## config.mk

```make
export PLATFORM = sky130hd
export DESIGN_NAME = pcint_ctrl
export DESIGN_NICKNAME = d
export VERILOG_FILES = /design/src/rtl/pcint_pkg.sv /design/src/rtl/pcint_sync.sv /design/src/rtl/pcint_creg.sv /design/src/rtl/pcint_irq.sv /design/src/rtl/pcint_ctrl.sv
export SDC_FILE = /design/constraint.sdc
export NUM_CORES = 1
export LEC_CHECK = 0
export ABC_AREA = 1
export BUFFER_PORTS_ARGS = -buffer_cell sky130_fd_sc_hd__buf_4
export CORE_MARGIN = 2
export CORE_UTILIZATION = 30
export CTS_CLUSTER_SIZE = 10
export DETAILED_ROUTE_END_ITERATION = 12
export GPL_TIMING_DRIVEN = 1
export PLACE_DENSITY_LB_ADDON = 0.3
export SLEW_MARGIN = 20
export SYNTH_ARGS = -nofsm -noshare
export SYNTH_HDL_FRONTEND = slang
export SYNTH_SLANG_ARGS = --single-unit
export TNS_END_PERCENT = 100
```

## constraint.sdc

```tcl
create_clock -name clk -period 2.1 [get_ports clk]
set_clock_uncertainty 0.15 [all_clocks]
set_input_delay 0.42 -clock clk [delete_from_list [all_inputs] [get_ports clk]]
set_output_delay 0.42 -clock clk [all_outputs]
set_load 0.01 [all_outputs]
```

## src/rtl/pcint_pkg.sv

```systemverilog
package pcint_pkg;
    localparam int CR_W      = 8;
    localparam int PUD_BIT   = 6;
    localparam int SE_BIT    = 5;
    localparam int SM_BIT    = 4;
    localparam int ISC_LSB   = 0;
    localparam int ISC_W     = 2;
    localparam int EN_BIT    = 0;
    localparam int FLAG_BIT  = 1;

    typedef struct packed {
        logic             pud;
        logic             se;
        logic             sm;
        logic [ISC_W-1:0] isc;
    } ctrl_t;
endpackage

```

## src/rtl/pcint_sync.sv

```systemverilog
module pcint_sync #(
    parameter int NPINS   = 6,
    parameter int NALWAYS = 3
) (
    input  logic             clk,
    input  logic             rst_n,
    input  logic [NPINS-1:0] pin_i,
    input  logic [NPINS-1:0] gp_i,
    output logic [NPINS-1:0] chg_o
);
    typedef struct packed {
        logic [NPINS-1:0] s1;
        logic [NPINS-1:0] s2;
        logic [NPINS-1:0] s3;
    } sync_t;

    sync_t st_d, st_q;
    logic [NPINS-1:0] qual;

    for (genvar i = 0; i < NPINS; i++) begin : g_qual
        if (i < NALWAYS) begin : g_fixed
            assign qual[i] = 1'b1;
        end else begin : g_gated
            assign qual[i] = gp_i[i];
        end
    end

    always_comb begin
        st_d    = st_q;
        st_d.s1 = pin_i;
        st_d.s2 = st_q.s1;
        st_d.s3 = st_q.s2;
        chg_o   = (st_q.s2 ^ st_q.s3) & qual;
    end

    always_ff @(posedge clk or negedge rst_n) begin
        if (!rst_n) st_q <= '0;
        else        st_q <= st_d;
    end

    for (genvar i = 0; i < NPINS; i++) begin : g_chk
        if (i < NALWAYS) begin : g_a

            always_change_chk: assert property (@(posedge clk) disable iff (!rst_n)
                (st_q.s2[i] != st_q.s3[i]) |-> chg_o[i]);
        end else begin : g_b

            gated_ignore_chk: assert property (@(posedge clk) disable iff (!rst_n)
                !gp_i[i] |-> !chg_o[i]);
        end
    end
endmodule

```

## src/rtl/pcint_creg.sv

```systemverilog
module pcint_creg
    import pcint_pkg::*;
(
    input  logic            clk,
    input  logic            rst_n,
    input  logic            wr_i,
    input  logic [CR_W-1:0] wdata_i,
    output ctrl_t           ctrl_o,
    output logic [CR_W-1:0] rdata_o
);
    ctrl_t st_d, st_q;

    always_comb begin
        st_d = st_q;
        if (wr_i) begin
            st_d.pud = wdata_i[PUD_BIT];
            st_d.se  = wdata_i[SE_BIT];
            st_d.sm  = wdata_i[SM_BIT];
            st_d.isc = wdata_i[ISC_LSB +: ISC_W];
        end
        rdata_o                  = '0;
        rdata_o[PUD_BIT]         = st_q.pud;
        rdata_o[SE_BIT]          = st_q.se;
        rdata_o[SM_BIT]          = st_q.sm;
        rdata_o[ISC_LSB +: ISC_W] = st_q.isc;
        ctrl_o                   = st_q;
    end

    always_ff @(posedge clk or negedge rst_n) begin
        if (!rst_n) st_q <= '0;
        else        st_q <= st_d;
    end


    se_write_chk: assert property (@(posedge clk) disable iff (!rst_n)
        wr_i |=> ctrl_o.se == $past(wdata_i[SE_BIT]));

    hold_chk: assert property (@(posedge clk) disable iff (!rst_n)
        !wr_i |=> $stable(rdata_o));
endmodule

```

## src/rtl/pcint_irq.sv

```systemverilog
module pcint_irq (
    input  logic clk,
    input  logic rst_n,
    input  logic chg_any_i,
    input  logic en_wr_i,
    input  logic en_wdata_i,
    input  logic clr_i,
    input  logic sleep_req_i,
    input  logic se_i,
    input  logic sm_i,
    output logic en_o,
    output logic flag_o,
    output logic irq_o,
    output logic sleep_o,
    output logic sleep_pd_o
);
    typedef struct packed {
        logic en;
        logic flag;
        logic sleep;
    } irq_st_t;

    irq_st_t st_d, st_q;

    always_comb begin
        st_d  = st_q;
        irq_o = st_q.flag & st_q.en;
        if (en_wr_i)   st_d.en   = en_wdata_i;
        if (clr_i)     st_d.flag = 1'b0;
        if (chg_any_i) st_d.flag = 1'b1;
        if (sleep_req_i && se_i) st_d.sleep = 1'b1;
        if (irq_o)     st_d.sleep = 1'b0;
        en_o       = st_q.en;
        flag_o     = st_q.flag;
        sleep_o    = st_q.sleep;
        sleep_pd_o = st_q.sleep & sm_i;
    end

    always_ff @(posedge clk or negedge rst_n) begin
        if (!rst_n) st_q <= '0;
        else        st_q <= st_d;
    end


    flag_set_chk: assert property (@(posedge clk) disable iff (!rst_n)
        chg_any_i |=> flag_o);

    flag_clr_chk: assert property (@(posedge clk) disable iff (!rst_n)
        (clr_i && !chg_any_i) |=> !flag_o);

    wake_chk: assert property (@(posedge clk) disable iff (!rst_n)
        irq_o |=> !sleep_o);

    sleep_gate_chk: assert property (@(posedge clk) disable iff (!rst_n)
        $rose(sleep_o) |-> $past(sleep_req_i && se_i));
endmodule

```

## src/rtl/pcint_ctrl.sv

```systemverilog
module pcint_ctrl
    import pcint_pkg::*;
#(
    parameter int NPINS   = 6,
    parameter int NALWAYS = 3
) (
    input  logic             clk,
    input  logic             rst_n,
    input  logic [NPINS-1:0] pin_i,
    input  logic [NPINS-1:0] pin_gp_i,
    input  logic [NPINS-1:0] pu_req_i,
    input  logic             reg_addr_i,
    input  logic             reg_wr_i,
    input  logic [CR_W-1:0]  reg_wdata_i,
    output logic [CR_W-1:0]  reg_rdata_o,
    input  logic             ack_i,
    input  logic             sleep_req_i,
    output logic             irq_o,
    output logic             sleep_o,
    output logic             sleep_pd_o,
    output logic [NPINS-1:0] pu_en_o,
    output logic [ISC_W-1:0] isc_o
);
    logic [NPINS-1:0] chg;
    logic [CR_W-1:0]  cr_rdata;
    ctrl_t            ctrl;
    logic             en, flag;
    logic             wr_cr, wr_ie, clr;

    assign wr_cr = reg_wr_i && !reg_addr_i;
    assign wr_ie = reg_wr_i &&  reg_addr_i;
    assign clr   = ack_i || (wr_ie && reg_wdata_i[FLAG_BIT]);

    pcint_sync #(.NPINS(NPINS), .NALWAYS(NALWAYS)) u_sync (
        .clk(clk), .rst_n(rst_n), .pin_i(pin_i), .gp_i(pin_gp_i), .chg_o(chg)
    );

    pcint_creg u_creg (
        .clk(clk), .rst_n(rst_n), .wr_i(wr_cr), .wdata_i(reg_wdata_i),
        .ctrl_o(ctrl), .rdata_o(cr_rdata)
    );

    pcint_irq u_irq (
        .clk(clk), .rst_n(rst_n), .chg_any_i(|chg),
        .en_wr_i(wr_ie), .en_wdata_i(reg_wdata_i[EN_BIT]), .clr_i(clr),
        .sleep_req_i(sleep_req_i), .se_i(ctrl.se), .sm_i(ctrl.sm),
        .en_o(en), .flag_o(flag), .irq_o(irq_o),
        .sleep_o(sleep_o), .sleep_pd_o(sleep_pd_o)
    );

    always_comb begin
        pu_en_o = ctrl.pud ? '0 : pu_req_i;
        isc_o   = ctrl.isc;
        if (reg_addr_i) begin
            reg_rdata_o           = '0;
            reg_rdata_o[EN_BIT]   = en;
            reg_rdata_o[FLAG_BIT] = flag;
        end else begin
            reg_rdata_o = cr_rdata;
        end
    end


    pud_off_chk: assert property (@(posedge clk) disable iff (!rst_n)
        (ctrl.pud |-> pu_en_o == '0));

    irq_gate_chk: assert property (@(posedge clk) disable iff (!rst_n)
        irq_o == (flag && en));
endmodule

```

==> metrics, run 1 <==
Setup CP Type flip-flop to output pin; maximum clock rate 609 MHz; DRT antenna net count 0; RePlAce Congestion 0.714; Filler Cells Inserted 346; nets 183; fin util between 40 and 50%; worst hold path depth 1; Seq/Total Area, Yosys a little over three fifths; area leader, netlist dfrtp_1; Final Slew Violations 0; antenna cells 0; port buffer count 41; DR vias 779; Rows 21; total core area 3310 um2; CTS Buf Count 3; Starting DRT DRC Count 42; setup slack after layout 458 ps; WP data required 1530 ps; DIE WIDTH 62.6 um; fin crit period between 1500 and 2000 ps; CTS Hold Bufs 1; first-pass GRT wire length ~3000 um; Worst Setup End Kind output pin; vias in the first global route 709; Total Negative Setup Slacks 0 ps; met3 wire len 215 um; worst hold endpoint u_sync.st_d[11]; worst slack, placed between 600 and 700 ps; flop-to-flop setup slack 1070 ps; Post-CTS Setup Inserts 0; Final Setup Violations 0; top sig layer met3; met2 routed WL 826 um; final worst-path cycle share 78.2%; synth top area cells dfrtp_1, inv_1, nand2_1, nor2_1, buf_4; initial core utilization 31.1%; top-count cell post-synth dfrtp_1; status finished, final reports clean; reg2reg end u_irq.flag_o; met1 WL 725 um; Max Root-Sink Buffers 2; pin count of the biggest net entering global routing 27; Max Cap Viol 0; CTS clk-pin slew, worst paths around 130 ps; leakage power 0.798 nW; drc violations 0; die height 62.6 um; Worst Hold Class primary input to flip-flop; register area about 650 um2; worst r2r path cells 6; Vias/cell just under 4; # H-tree levels 1; Syn-to-layout area delta 37.5%; grt total ovfl 0; Die ar. 3920 um2; CTS tree done; wire per inst 9.02 um; CP Max Fanout 7; clock sink total 26; DRT Wirelength 1770 um; Cells after Synth 108; initial antenna violation count 0; EDFF count, synth 0; share of the synthesized area in the top cell type 63.2%; IO Count a little over 50; FF+latch count, synth 26; CTS root buf clkbuf_4; RSZ-0062 raised after global routing no; post-DP HPWL between 1000 and 1500 um; Async SR Flop Fraction 100%; synthesized cell area 1030 um2; syn avg cell area between 9 and 10 um2; Fin. Hold Viols 0; CTS resizes 0; hold_sp pin_i[5]; multi-input logic area 251 um2; Worst VDD drop 0.565 mV; Distinct cells, synth 16; power density over cell area 754 nW/um2; GRT Overall Usage under 10%; DR pass1 iterations 4; share of cells above drive strength 1 between 30% and 40%; Syn. warnings 0; Worst Setup Start Kind flip-flop; worst path arrival time 1070 ps; Top FF cell, synth dfrtp_1; most frequent cells after synthesis dfrtp_1, inv_1, nand2_1; worst r2r src u_sync.st_d[4]; Clock Latency Late Sink 310 ps
[cell type report]
cell class                 count  area share, %
clock inverter                 1           2.12
sequential                    26           45.9
inverter                      23           6.10
timing repair buffer          42           22.4
multi-input combinational     55           17.8
clock buffer                   3           1.59
tap                           46           4.06
[metrics by stage]
| stage | cell area (um2) | total power [mW] | hold WS [ps] | std cells |
|---|---|---|---|---|
| after floorplan | 1040 | 0.651 | -25.6 | 110 |
| after global placement | 1350 | 0.741 | 182 | 191 |
| after detailed placement | 1350 | 0.747 | 185 | 191 |
| after CTS | 1420 | 1.08 | 39.9 | 196 |
| after global routing | 1420 | 1.13 | 8.99 | 196 |
| final | 1420 | 1.07 | 51.5 | 196 |
[kinds of logic (layout without fill, tap and decap cells)]
family          after synthesis  in the layout  synth area share (%)
compound gates                9              9                  4.50
xor+xnor                      3              3                  2.55
buf+inv                      29             69                  13.1
flops                        26             26                  63.2
other cells                   1              3                 0.364
simple gates                 40             40                  16.3
[metal layers]
metal  vias up  track usage, %
met4         0           0.833
met5         -               0
li1        393               -
met3         0            5.59
met1       345            9.94
met2        41            16.5
[worst max-delay path, stage by stage (launching register included)]
cell and delay (ps):
dfrtp_1 460, inv_1 80, nor2_1 90, buf_4 120
[cells in the final DEF (no fill, tap or decap), drive strengths merged]
cell | netlist | final
a21oi | 5 | 5
nand2 | 20 | 20
a31oi | 1 | 1
xor2 | 1 | 1
nand3 | 4 | 4
dlygate4sd3 | 0 | 1
bufinv | 0 | 1
inv | 23 | 23
o21ai | 3 | 3
nor2 | 16 | 16
buf | 6 | 41
xnor2 | 2 | 2
conb | 1 | 3
clkbuf | 0 | 3
dfrtp | 26 | 26
[state kept, by name, indices dropped and copies added (netlist names)]
register / flops
u_sync.st_d: 12
u_sync.st_q: 6
u_creg.ctrl_o: 5
u_irq.en_o: 1
u_irq.flag_o: 1
u_irq.sleep_o: 1
[power breakdown]
part | internal (mW) | switching, mW | leakage [nW]
combinational | 0.0938 | 0.0836 | 0.471
sequential | 0.535 | 0.0217 | 0.299
clock | 0.193 | 0.141 | 0.0279
[worst max path at each step]
stage,start,endpoint,slack (ps),cells after the start
final,u_creg.ctrl_o[4],reg_rdata_o[6],460,3
after global routing,u_creg.ctrl_o[4],reg_rdata_o[6],360,3
after CTS,u_creg.ctrl_o[4],reg_rdata_o[6],440,3
after detailed placement,reg_addr_i,reg_rdata_o[1],620,3
after global placement,reg_addr_i,reg_rdata_o[1],640,3
after floorplan,reg_addr_i,reg_rdata_o[1],700,2
(Power assumes the default switching activity.)
==> run 2: changes to the inputs <==
--- a/config.mk
+++ b/config.mk
@@ -5,7 +5,7 @@
 export SDC_FILE = /design/constraint.sdc
 export NUM_CORES = 1
 export LEC_CHECK = 0
-export ABC_AREA = 1
+export ABC_AREA = 0
 export BUFFER_PORTS_ARGS = -buffer_cell sky130_fd_sc_hd__buf_4
 export CORE_MARGIN = 2
 export CORE_UTILIZATION = 30
==> constraint.sdc (replaced) <==
create_clock -name clk -period 1.36 [get_ports clk]
set_clock_uncertainty 0.15 [all_clocks]
set_input_delay 0.272 -clock clk [delete_from_list [all_inputs] [get_ports clk]]
set_output_delay 0.272 -clock clk [all_outputs]
set_load 0.01 [all_outputs]
==> metrics, run 2 <==
vias in the first global route 685 (was 709); grt total ovfl 0 (unchanged); clock sink total 26 (unchanged); DRT Wirelength 1810 um (was 1770 um); Final Slew Violations 0 (unchanged); Hold WS 32.5 ps (was 51.5 ps); status complete, but fails checks (was finished, final reports clean); slowest cell on the critical path dfrtp_1 (unchanged); fin crit period 1530 ps; Seq/Total Area, Yosys 64.9% (was 63.2%); Largest register FFs 12 (unchanged); Crit path max-delay family flip-flops (unchanged); # H-tree levels 1 (unchanged); IO Count 51 (unchanged); antenna cells 0 (unchanged); leading cell type in the layout, fill and taps excluded buf_4 (unchanged); DR vias 665 (was 779); wire per inst 11.0 um (was 9.02 um); worst r2r src u_creg.ctrl_o[3] (was u_sync.st_d[4]); DRT antenna net count 0 (unchanged); GRT Overall Usage 10.3% (was 9.36%); Tot Pwr 1.64 mW (was 1.07 mW); CP Buf/Inv Count 1 (was 2); DIE WIDTH 61.8 um (was 62.6 um); worst slack, placed 24.2 ps (was 624 ps); Die ar. 3820 um2 (was 3920 um2); EDFF count, synth 0 (unchanged); Worst Setup Start Kind flip-flop (unchanged); Max Root-Sink Buffers 2 (unchanged); synthesized cell area 1000 um2 (was 1030 um2); leakage power 0.740 nW (was 0.798 nW); most frequent cells after synthesis dfrtp_1, nor2b_1, xor2_1 (was dfrtp_1, inv_1, nand2_1); Slowest Stage Delay on Critical Path 420 ps (was 460 ps); total core area 3130 um2 (was 3310 um2); power density over cell area 1080 nW/um2 (was 754 nW/um2); Cells after Synth 68 (was 108); Filler Cells Inserted 307 (was 346); post-DP HPWL 1280 um (was 1440 um); Vias/cell 4.03 (was 3.97); commonest cells after routing, fill and taps aside buf_4, dfrtp_1, buf_6 (was buf_4, dfrtp_1, inv_1); fin util 48.5% (was 42.8%); Worst Hold Class primary input to flip-flop (unchanged); WP data required 940 ps (was 1530 ps); Setup CP Type flip-flop to output pin (unchanged); final instance area 1520 um2 (was 1420 um2); setup slack after layout -175 ps (was 458 ps); Top FF cell, synth dfrtp_1 (unchanged); DP Cell Count 149 (was 191); Distinct cells, synth 19 (was 16); Syn. warnings 0 (unchanged); CTS tree done (unchanged); Worst Setup End Kind output pin (unchanged); Final Setup Violations 16 (was 0); CTS root buf clkbuf_4 (unchanged); DR pass1 iterations 4 (unchanged); Critical path origin u_irq.flag_o (was u_creg.ctrl_o[4]); drc violations 0 (unchanged); Async SR Flop Fraction 100% (unchanged); Fin. Hold Viols 0 (unchanged); Rows 20 (was 21); Post-Layout Cell Count 165 (was 196); Starting DRT DRC Count 15 (was 42); final worst-path cycle share 113%; Placed Area 1320 um2 (was 1350 um2); share of the synthesized area in the top cell type 64.9% (was 63.2%); CP Max Fanout 3 (was 7); Max Cap Viol 0 (unchanged); nets 154 (was 183); violated checks negative setup slack; port buffer count 41 (unchanged); initial core utilization 32.0% (was 31.1%); Clock Latency Late Sink 310 ps (about the same); FF+latch count, synth 26 (unchanged); top-count cell post-synth dfrtp_1 (unchanged); Total Negative Setup Slacks -1470 ps (was 0 ps); synth top area cells dfrtp_1, mux2_4, xor2_1, buf_4, nor2b_1 (was dfrtp_1, inv_1, nand2_1, nor2_1, buf_4); syn avg cell area 14.7 um2 (was 9.53 um2); CTS clk-pin slew, worst paths 120 ps (was 130 ps); first-pass GRT wire length 2820 um (was 2960 um); pin count of the biggest net entering global routing 27 (unchanged); maximum clock rate ~650 MHz; worst path arrival time 1110 ps (was 1070 ps); CP cell instances mux2_4 > buf_6 (was inv_1 > nor2_1 > buf_4); initial antenna violation count 0 (unchanged); share of cells above drive strength 1 54.5% (was 32.0%); Worst VDD drop 0.641 mV (was 0.565 mV); CTS Buf Count 3 (unchanged); die height 61.8 um (was 62.6 um); hold_sp pin_gp_i[5] (was pin_i[5]); RePlAce Congestion 0.631 (was 0.714); area leader, netlist dfrtp_1 (unchanged); RSZ-0062 raised after global routing yes (was no); Syn-to-layout area delta 51.4% (was 37.5%)
[run 2: changes by cell type after synthesis, sizes merged, moves of 4 or more]
cell,previous run,this run
a21oi,5,1
inv,23,0
mux2,0,8
nand2,20,2
nor2,16,1
nor2b,0,7
xor2,1,6
[run 2: area by class of cell]
| type | instances | area, um2 | share of cell area, % |
|---|---|---|---|
| tap | 44 | 55.1 | 3.63 |
| sequential | 26 | 652 | 43.0 |
| multi-input combinational | 38 | 325 | 21.4 |
| clock buffer | 4 | 36.3 | 2.39 |
| timing repair buffer | 53 | 449 | 29.6 |
[run 2: routing by layer]
layer  GRT usage, %  vias up  share of wire (%)
met2           18.9       38                 48
li1               -      320                  -
met1           11.0      305                 42
met4           4.56        0               0.44
met5              0        -                  0
met3           2.69        2                9.0
[run 2: report_power, final]
part / leakage, nW / internal [mW] / total, mW / switching (mW)
clock network: 0.0210 / 0.163 / 0.368 / 0.204
registers: 0.301 / 0.833 / 0.871 / 0.0380
logic: 0.418 / 0.264 / 0.403 / 0.140
[run 2: what timing repair did]
item	4_1_cts	5_1_grt
setup endpoints to repair	13	16
buffers inserted	4	1
gates resized for setup	13	2
hold endpoints to repair	32	0
pin swaps	2	1
hold buffers	7	0
[run 2: cell families (layout without fill, tap and decap cells)]
kind of cell	after synthesis	after routing	share of synthesized area [%]
AO/OA/AOI/OAI	2	2	1.25
XOR/XNOR	6	6	5.24
buffers and inverters	6	57	4.87
flip-flops	26	26	64.9
multiplexers	8	8	10.9
other	1	3	0.374
AND/OR/NAND/NOR	19	19	12.5
[run 2: final timing paths]
check                              endpoint  depth (start not counted)  slack [ps]
setup / recovery             reg_rdata_o[1]                          2        -170
hold / removal                 u_irq.flag_o                          3          30
setup reg to reg           u_creg.ctrl_o[3]                          3         210
hold reg to reg              u_sync.st_d[5]                          0         210
max in group asynchronous  u_creg.ctrl_o[4]                          2         570
min in group asynchronous    u_sync.st_d[8]                          2         230
[run 2: worst register-to-register path, stage by stage (launching register included)]
cell and delay (ps):
dfrtp_1 390, buf_4 130, buf_4 120, mux2_4 260
==> run 3: changes to the inputs <==
==> constraint.sdc (replaced) <==
create_clock -name clk -period 1.9 [get_ports clk]
set_clock_uncertainty 0.15 [all_clocks]
set_input_delay 0.38 -clock clk [delete_from_list [all_inputs] [get_ports clk]]
set_output_delay 0.38 -clock clk [all_outputs]
set_load 0.01 [all_outputs]
==> metrics, run 3 (same netlist as run 2, synthesis figures left out) <==
status finished, final reports clean (was complete, but fails checks); met3 global-route usage 4.55% (was 2.69%); CTS tree done (unchanged); initial core utilization 32.0% (unchanged); maximum clock rate approximately 600 MHz; CTS root buf clkbuf_4 (unchanged); grt total ovfl 0 (unchanged); nets 149 (was 154); Max Root-Sink Buffers 2 (unchanged); power density over cell area 843 nW/um2 (was 1080 nW/um2); CTS clk-pin slew, worst paths 130 ps (was 120 ps); share of cells above drive strength 1 49.1% (was 54.5%); Post-CTS Setup Inserts 0 (was 4); Worst VDD drop 0.445 mV (was 0.641 mV); WP data required 1370 ps (was 940 ps); DIE WIDTH 61.8 um (unchanged); final worst-path cycle share between 80% and 90%; die height 61.8 um (unchanged); port buffer count 41 (unchanged); Filler Cells Inserted 298 (was 307); GR Layer Usage met1 9.69% (was 11.0%); leading cell type in the layout, fill and taps excluded buf_4 (unchanged); Fin. Hold Viols 0 (unchanged); DRT antenna net count 0 (unchanged); vias in the first global route 626 (was 685); Worst Setup End Kind output pin (unchanged); Rows 20 (unchanged); antenna cells 0 (unchanged); global route hottest layer met2 (unchanged); clock sink total 26 (unchanged); fin crit period 1670 ps; # H-tree levels 1 (unchanged); Starting DRT DRC Count 4 (was 15); met2 Use GR 17.9% (was 18.9%); CP Max Fanout 3 (unchanged); Syn-to-layout area delta 44.3% (was 51.4%); CTS Buf Count 3 (unchanged); initial antenna violation count 0 (unchanged); CTS Hold Bufs 1 (was 7); Worst Hold Class primary input to flip-flop (unchanged); pin count of the biggest net entering global routing 27 (unchanged); Total Negative Setup Slacks 0 ps (was -1470 ps); fin util 46.2% (was 48.5%); RePlAce Congestion 0.631 (unchanged); first-pass GRT wire length 2590 um (was 2820 um); post-DP HPWL 1350 um (was 1280 um); GRT Overall Usage 9.56% (was 10.3%); Final Slew Violations 0 (unchanged); DR pass1 iterations 5 (was 4); Largest register FFs 12 (unchanged); worst path arrival time 1140 ps (was 1110 ps); wire per inst 11.0 um (about the same); total core area 3130 um2 (unchanged); IO Count 51 (unchanged); RSZ-0062 raised after global routing no (was yes); drc violations 0 (unchanged); Setup CP Type flip-flop to output pin (unchanged); DRT Wirelength 1760 um (was 1810 um); Die ar. 3820 um2 (unchanged); Final Setup Violations 0 (was 16); commonest cells after routing, fill and taps aside buf_4, dfrtp_1, dlygate4sd3_1 (was buf_4, dfrtp_1, buf_6); leakage power 0.700 nW (was 0.740 nW); Worst Setup Start Kind flip-flop (unchanged); Vias/cell 4.16 (was 4.03); Max Cap Viol 0 (unchanged); DR vias 665 (unchanged); CTS resizes 0 (was 13); Clock Latency Late Sink 310 ps (about the same)
[run 3: cell types whose count changed in the layout (fill, tap and decap cells not counted), sizes merged]
cell    change
buf         -5
bufinv      +1
clkbuf      -1
[run 3: final cells by class]
class / count / area [um2] / area share (%)
Clock inverter: 1 / 30.0 / 2.08
Timing Repair Buffer: 48 / 378 / 26.1
Sequential cell: 26 / 651 / 45.0
Multi-Input combinational cell: 38 / 310 / 21.5
Tap cell: 44 / 55.1 / 3.81
Clock buffer: 3 / 22.5 / 1.56
[run 3: per-stage QoR]
| stage | setup WS [ps] | power (mW) | hold WS, ps | cell area, um2 | cells |
|---|---|---|---|---|---|
| floorplan | 535 | 0.746 | -65.6 | 1010 | 70 |
| global placement | 354 | 0.854 | 150 | 1320 | 149 |
| detailed placement | 348 | 0.861 | 151 | 1320 | 149 |
| CTS | 208 | 1.23 | 1.20 | 1390 | 154 |
| global route | 155 | 1.29 | 112 | 1450 | 160 |
| finish | 229 | 1.22 | 143 | 1450 | 160 |
[run 3: metal layers]
metal | share of wire (%) | up-vias
li1 | - | 310
met1 | 40 | 317
met2 | 50 | 38
met3 | 9.8 | 0
met4 | 0 | 0
met5 | 0 | -
[run 3: critical path, cell delays in order, from the launching register on]
cell     delay [ps]
dfrtp_1         420
mux2_2          270
buf_4           140
[run 3: worst paths after layout]
kind	startpoint	end	cells past startpoint	slack (ps)
max in group asynchronous	rst_n	u_creg.ctrl_o[2]	2	1030
worst min-delay path	pin_gp_i[5]	u_irq.flag_o	3	140
worst max-delay path	u_creg.ctrl_o[1]	reg_rdata_o[1]	2	230
min in group asynchronous	rst_n	u_sync.st_d[10]	2	340
worst max register to register	u_sync.st_q[4]	u_irq.flag_o	3	760
worst min register to register	u_sync.st_d[11]	u_sync.st_d[5]	0	210
[run 3: where the power goes]
part | internal, mW | switching, mW
Sequential | 0.596 | 0.0278
Combinational | 0.145 | 0.0882
Clock | 0.213 | 0.150
Total | 0.954 | 0.265
